File: config.mk
export PLATFORM = sky130hd
export DESIGN_NAME = barrel_shift16
export DESIGN_NICKNAME = d
export VERILOG_FILES = /design/src/rtl/shifter_pkg.sv /design/src/rtl/shifter_in_reg.sv /design/src/rtl/shifter_stage.sv /design/src/rtl/barrel_shift16.sv
export SDC_FILE = /design/constraint.sdc
export NUM_CORES = 1
export LEC_CHECK = 0
export ABC_CLOCK_PERIOD_IN_PS = 2900
export BUFFER_PORTS_ARGS = -buffer_cell sky130_fd_sc_hd__buf_2
export CAP_MARGIN = 20
export CORE_AREA = 2 2 65 80
export DETAILED_ROUTE_END_ITERATION = 8
export DIE_AREA = 0 0 67 82
export HOLD_SLACK_MARGIN = 0.03
export SYNTH_ARGS = -nofsm -noshare
export SYNTH_HDL_FRONTEND = slang
export SYNTH_HIERARCHICAL = 1
export SYNTH_SLANG_ARGS = --single-unit
File: constraint.sdc
create_clock -name clk_i -period 2.9 [get_ports clk_i]
set_clock_uncertainty 0.15 [all_clocks]
set_input_delay 0.29 -clock clk_i [delete_from_list [all_inputs] [get_ports clk_i]]
set_output_delay 0.29 -clock clk_i [all_outputs]
set_load 0.05 [all_outputs]
File: src/rtl/shifter_pkg.sv
package shifter_pkg;
  typedef struct packed {
    logic right;
    logic arith;
  } shift_ctrl_t;
endpackage

File: src/rtl/shifter_in_reg.sv
module shifter_in_reg
  import shifter_pkg::*;
#(
  parameter int DATA_W = 16,
  parameter int AMT_W  = 4
) (
  input  logic              clk_i,
  input  logic              rst_ni,
  input  logic [DATA_W-1:0] data_i,
  input  logic [AMT_W-1:0]  amt_i,
  input  shift_ctrl_t       ctrl_i,
  output logic [DATA_W-1:0] data_q_o,
  output logic [AMT_W-1:0]  amt_q_o,
  output shift_ctrl_t       ctrl_q_o
);
  always_ff @(posedge clk_i or negedge rst_ni) begin
    if (!rst_ni) begin
      data_q_o <= '0;
      amt_q_o  <= '0;
      ctrl_q_o <= '0;
    end else begin
      data_q_o <= data_i;
      amt_q_o  <= amt_i;
      ctrl_q_o <= ctrl_i;
    end
  end
endmodule

File: src/rtl/shifter_stage.sv
module shifter_stage #(
  parameter int DATA_W = 16,
  parameter int DIST   = 1
) (
  input  logic [DATA_W-1:0] data_i,
  input  logic              en_i,
  input  logic              right_i,
  input  logic              fill_i,
  output logic [DATA_W-1:0] data_o
);
  logic [DATA_W-1:0] to_right;
  logic [DATA_W-1:0] to_left;

  assign to_right = {{DIST{fill_i}}, data_i[DATA_W-1:DIST]};
  assign to_left  = {data_i[DATA_W-1-DIST:0], {DIST{1'b0}}};

  always_comb begin
    if (!en_i)        data_o = data_i;
    else if (right_i) data_o = to_right;
    else              data_o = to_left;
  end
endmodule

File: src/rtl/barrel_shift16.sv
module barrel_shift16
  import shifter_pkg::*;
#(
  parameter int DATA_W = 16,
  localparam int AMT_W = $clog2(DATA_W)
) (
  input  logic              clk_i,
  input  logic              rst_ni,
  input  logic [DATA_W-1:0] data_i,
  input  logic [AMT_W-1:0]  amt_i,
  input  logic              right_i,
  input  logic              signed_i,
  output logic [DATA_W-1:0] data_o
);
  logic [DATA_W-1:0] data_q;
  logic [AMT_W-1:0]  amt_q;
  shift_ctrl_t       ctrl_d;
  shift_ctrl_t       ctrl_q;
  logic              fill;
  logic [DATA_W-1:0] chain [AMT_W+1];

  assign ctrl_d.right = right_i;
  assign ctrl_d.arith = signed_i;

  shifter_in_reg #(.DATA_W(DATA_W), .AMT_W(AMT_W)) u_in_reg (
    .clk_i    (clk_i),
    .rst_ni   (rst_ni),
    .data_i   (data_i),
    .amt_i    (amt_i),
    .ctrl_i   (ctrl_d),
    .data_q_o (data_q),
    .amt_q_o  (amt_q),
    .ctrl_q_o (ctrl_q)
  );

  // fill source is the captured MSB; arithmetic shifts keep MSB fixed across stages
  assign fill     = ctrl_q.right & ctrl_q.arith & data_q[DATA_W-1];
  assign chain[0] = data_q;

  for (genvar k = 0; k < AMT_W; k++) begin : g_stage
    shifter_stage #(.DATA_W(DATA_W), .DIST(1 << k)) u_stage (
      .data_i  (chain[k]),
      .en_i    (amt_q[k]),
      .right_i (ctrl_q.right),
      .fill_i  (fill),
      .data_o  (chain[k+1])
    );
  end

  assign data_o = chain[AMT_W];
endmodule

# Word-level counts from Yosys, hierarchy flattened
# Index checks and enable logic that the tools add are counted.
# totals
regBits,22
input_bits,24
out_inout_bits,16
# classes
mux,8
bitwise,2
# ops
cell,n
$mux 16,8
$and 1x1->1,2

# Logic depth before layout (Yosys ltp)
# depth
depth_word,10
mapped_depth,10
depth_no_buf,9

# Cells and area by module
# The synthesis kept the hierarchy.
# by_module_without_submodules
mod,n_inst,cells_each,area_each_um2,seq_area_each_um2
shifter_in_reg,1,22,550.5,550.5
shifter_stage (g_stage[0].u_stage),1,53,341.6,0.0
shifter_stage (g_stage[1].u_stage),1,53,336.6,0.0
shifter_stage (g_stage[2].u_stage),1,53,326.6,0.0
shifter_stage (g_stage[3].u_stage),1,41,276.5,0.0
barrel_shift16,1,1,6.3,0.0

# Worst setup path before layout
# OpenSTA, ideal clock, no wires.
# synth_timing
path_kind,register -> output
from,register u_in_reg/ctrl_q_o[1] in the netlist's numbering
to,output port data_o[12]
arrival_ns,2.488
slack_ns,-0.028
stages_incl_launch_ff,11
cell_sequence,dfrtp_1 > buf_6 > buf_12 > mux2i_1 > a21oi_1 > mux2i_1 > a21oi_1 > mux2i_1 > a21oi_1 > mux2i_1 > a21oi_1
# synth_rtl
item,line,text
from (decl),shifter_in_reg.sv:14,output shift_ctrl_t ctrl_q_o
from (signal assigned),shifter_in_reg.sv:24,ctrl_q_o <= ctrl_i;
to (decl),barrel_shift16.sv:13,output logic [DATA_W-1:0] data_o

==> flow_summary_export.csv <==
group,metric,value,unit
setup_path,crit_arrival,2340,ps
drt,post-route-drc-count,0,
synthesis,avgSynthCellArea,8.242,um^2
cells_and_area,drive_gt1_share,31.29,%
drt,wire_per_inst,12.67,um
floorplanning,die_area,5494,um^2
global_route,antenna_found_initial,0,
placement,hpwl,2.924,mm
global_route,grt_max_degree,33,
power_and_ir_drop,power.leakage,0.001184,uW
clock_network,path_clk_slew,70,ps
cells_and_area,num_antenna_cells,0,
placement,dpl_cell_area,2024,um^2
clock_network,cts_buffers,3,
power_and_ir_drop,ir_worst_vdd,0.2819,mV
timing,worstMarginPinSlew,559.0,ps
global_route,grt_pass1_wl,6.762,mm
drt,routed_via_density,5.115,
drt,antenna_left,0,
floorplanning,initial_core_util,38.58,%
timing,min_period,2776,ps
status,outcome,"completed",
setup_path,crit_chain,"clkbuf_16, mux2i_1, a21oi_2, mux2i_1, a21oi_2, mux2i_1, a21oi_1, a22o_1, buf_2",
cells_and_area,syn_to_final_growth,35.60,%
timing,setup_viol,0,
drt,drt_iter0_drc,49,
synthesis,synth-seq-cells,22,
setup_path,critPathMaxStageDelay,470,ps
timing,hold_viol_final,0,
synthesis,synth_fp_nets,247,
setup_path,critPathCaptureType,"output port",
cells_and_area,mostFrequentLayoutCells,"mux2i_1 (49), nor2_1 (49), a21oi_2 (31)",
setup_path,required,2460,ps
placement,globalplace.congestion,0.9033,
synthesis,synth_sequential_area_ratio,29.95,%
synthesis,synth_area_leader_cell,"dfrtp_1",
floorplanning,design.core.area,4765,um^2
clock_network,root_buffer,"clkbuf_8",
drt,dr_total_vias,1729,
global_route,gr-total-overflow,0,
clock_network,cts_tree,"yes",
synthesis,ys_warn_count,6,
setup_path,path_buf_inv,2,
timing,final_max_slew_viol_count,0,
cells_and_area,design_area,2492,um^2
global_route,grtUsageTotal,16.03,%
hold_path,min_path_type,"input pin to asynchronous set/reset pin",
cells_and_area,nNetsFinal,303,
floorplanning,die_x,67,um
placement,dp_slack,207.1,ps
timing,maxSlewHeadroom,62.73,%
timing,fin_tns_setup,0,ps
floorplanning,ios,40,
synthesis,synth_cell_type_count,16,
clock_network,postCtsSetupBuffers,0,
setup_path,cpMostUsedCell,"mux2i_1",
timing,period_share,95.71,%
synthesis,synth.area.top_cells,"dfrtp_1 (30%), mux2i_1 (27%), a21oi_1 (13%)",
synthesis,yosysTopAreaCellShare,29.95,%
synthesis,syn_area,1838,um^2
floorplanning,row_count,28,
timing,max_freq,0.3603,GHz
timing,finalWorstSetupSlack,124.3,ps
timing,rsz0062_at_grt,"true",
clock_network,cts.sinks,22,
clock_network,htree_levels,1,
drt,detail_route.first_pass.iterations,4,
synthesis,synth_cells,223,
floorplanning,die-height,82,um
run,maxCapViolCount,0,
setup_path,slowest_stage,"dfrtp_2",
drt,drt_wl_total,4.282,mm
setup_path,cp-start-kind,"register",
setup_path,crit_fanout,7,
global_route,first_global_vias,1476,
placement,io_buffers,39,
cells_and_area,post-route-util,52.31,%
power_and_ir_drop,power.density,398.8,nW/um^2
clock_network,cts_buffer_depth,2,
setup_path,crit_family,"compound AO/OA/AOI/OAI gates",
setup_path,criticalPathCategory,"register to output port",
## per-layer routing
| layer | wire length (um) | GRT usage, % | vias to the layer above |
|---|---|---|---|
| met2 | 2130 | 26.93 | 32 |
| met4 | 121 | 7.347 | 0 |
| li1 | - | - | 889 |
| met1 | 1920 | 20.53 | 799 |
| met3 | 109 | 1.644 | 9 |
| met5 | 0 | 0 | - |
## power by group
group | leakage, uW | switching (uW) | total (uW) | internal (uW)
Sequential | 0.000254 | 21.5 | 344 | 323
Clock | 0.0000288 | 91.4 | 212 | 121
Combinational | 0.000901 | 266 | 438 | 171
## synth_stat cells (all sizes together)
library cell  count
a21oi            49
mux2i            49
nor2             49
dfrtp            22
buf              19
inv               9
nand3             8
o21ai             8
a22o              7
and2              1
and3              1
clkbuf            1
## stage by stage
stage	hold slack, ps	total power (uW)	instances
CTS	366.4	967.1	336
detailed placement	117.9	717.6	309
global route	425.3	1059	338
floorplan	-155.6	645.6	223
finish	371.2	994.1	338
global placement	114.2	714.1	309
## layout make-up
cell class,instances,area [um^2]
sequential,22,553.0
inverter,9,33.78
multi-input combinational,172,1196
tap,60,75.07
fill,463,2272
timing repair buffer,71,579.3
clock buffer,4,55.05
## kinds of logic after synthesis
| logic type | Yosys count | synth area share (%) |
|---|---|---|
| flip-flops | 22 | 29.95 |
| buffers and inverters | 29 | 11.50 |
| AO/OA/AOI/OAI | 64 | 18.86 |
| AND/OR/NAND/NOR | 59 | 13.00 |
| multiplexers | 49 | 26.68 |
## how the worst max path moves through the flow
stage	start	end	slack (ps)	depth (start not counted)
global placement	u_in_reg/ctrl_q_o[1]$_DFF_PN0_	data_o[13]	240	10
finish	u_in_reg/ctrl_q_o[1]$_DFF_PN0_	data_o[3]	120	9
global route	u_in_reg/ctrl_q_o[1]$_DFF_PN0_	data_o[14]	-30	10
CTS	u_in_reg/ctrl_q_o[1]$_DFF_PN0_	data_o[10]	1	10
detailed placement	u_in_reg/ctrl_q_o[1]$_DFF_PN0_	data_o[13]	210	10
floorplan	u_in_reg/ctrl_q_o[1]$_DFF_PN0_	data_o[11]	40	10
## repair_timing
item,in CTS,in global routing
hold buffers,23,0
endpoints found under the setup margin,10,16
pin swaps,0,7
gates cloned,0,2
resized for setup,11,32
endpoints found under the hold margin,44,0
## sequential cells by signal, indices dropped and copies added, names as in the netlist
signal             flops
u_in_reg/amt_q_o       4
u_in_reg/ctrl_q_o      2
u_in_reg/data_q_o     16
Power figures use the tool's default switching activity.
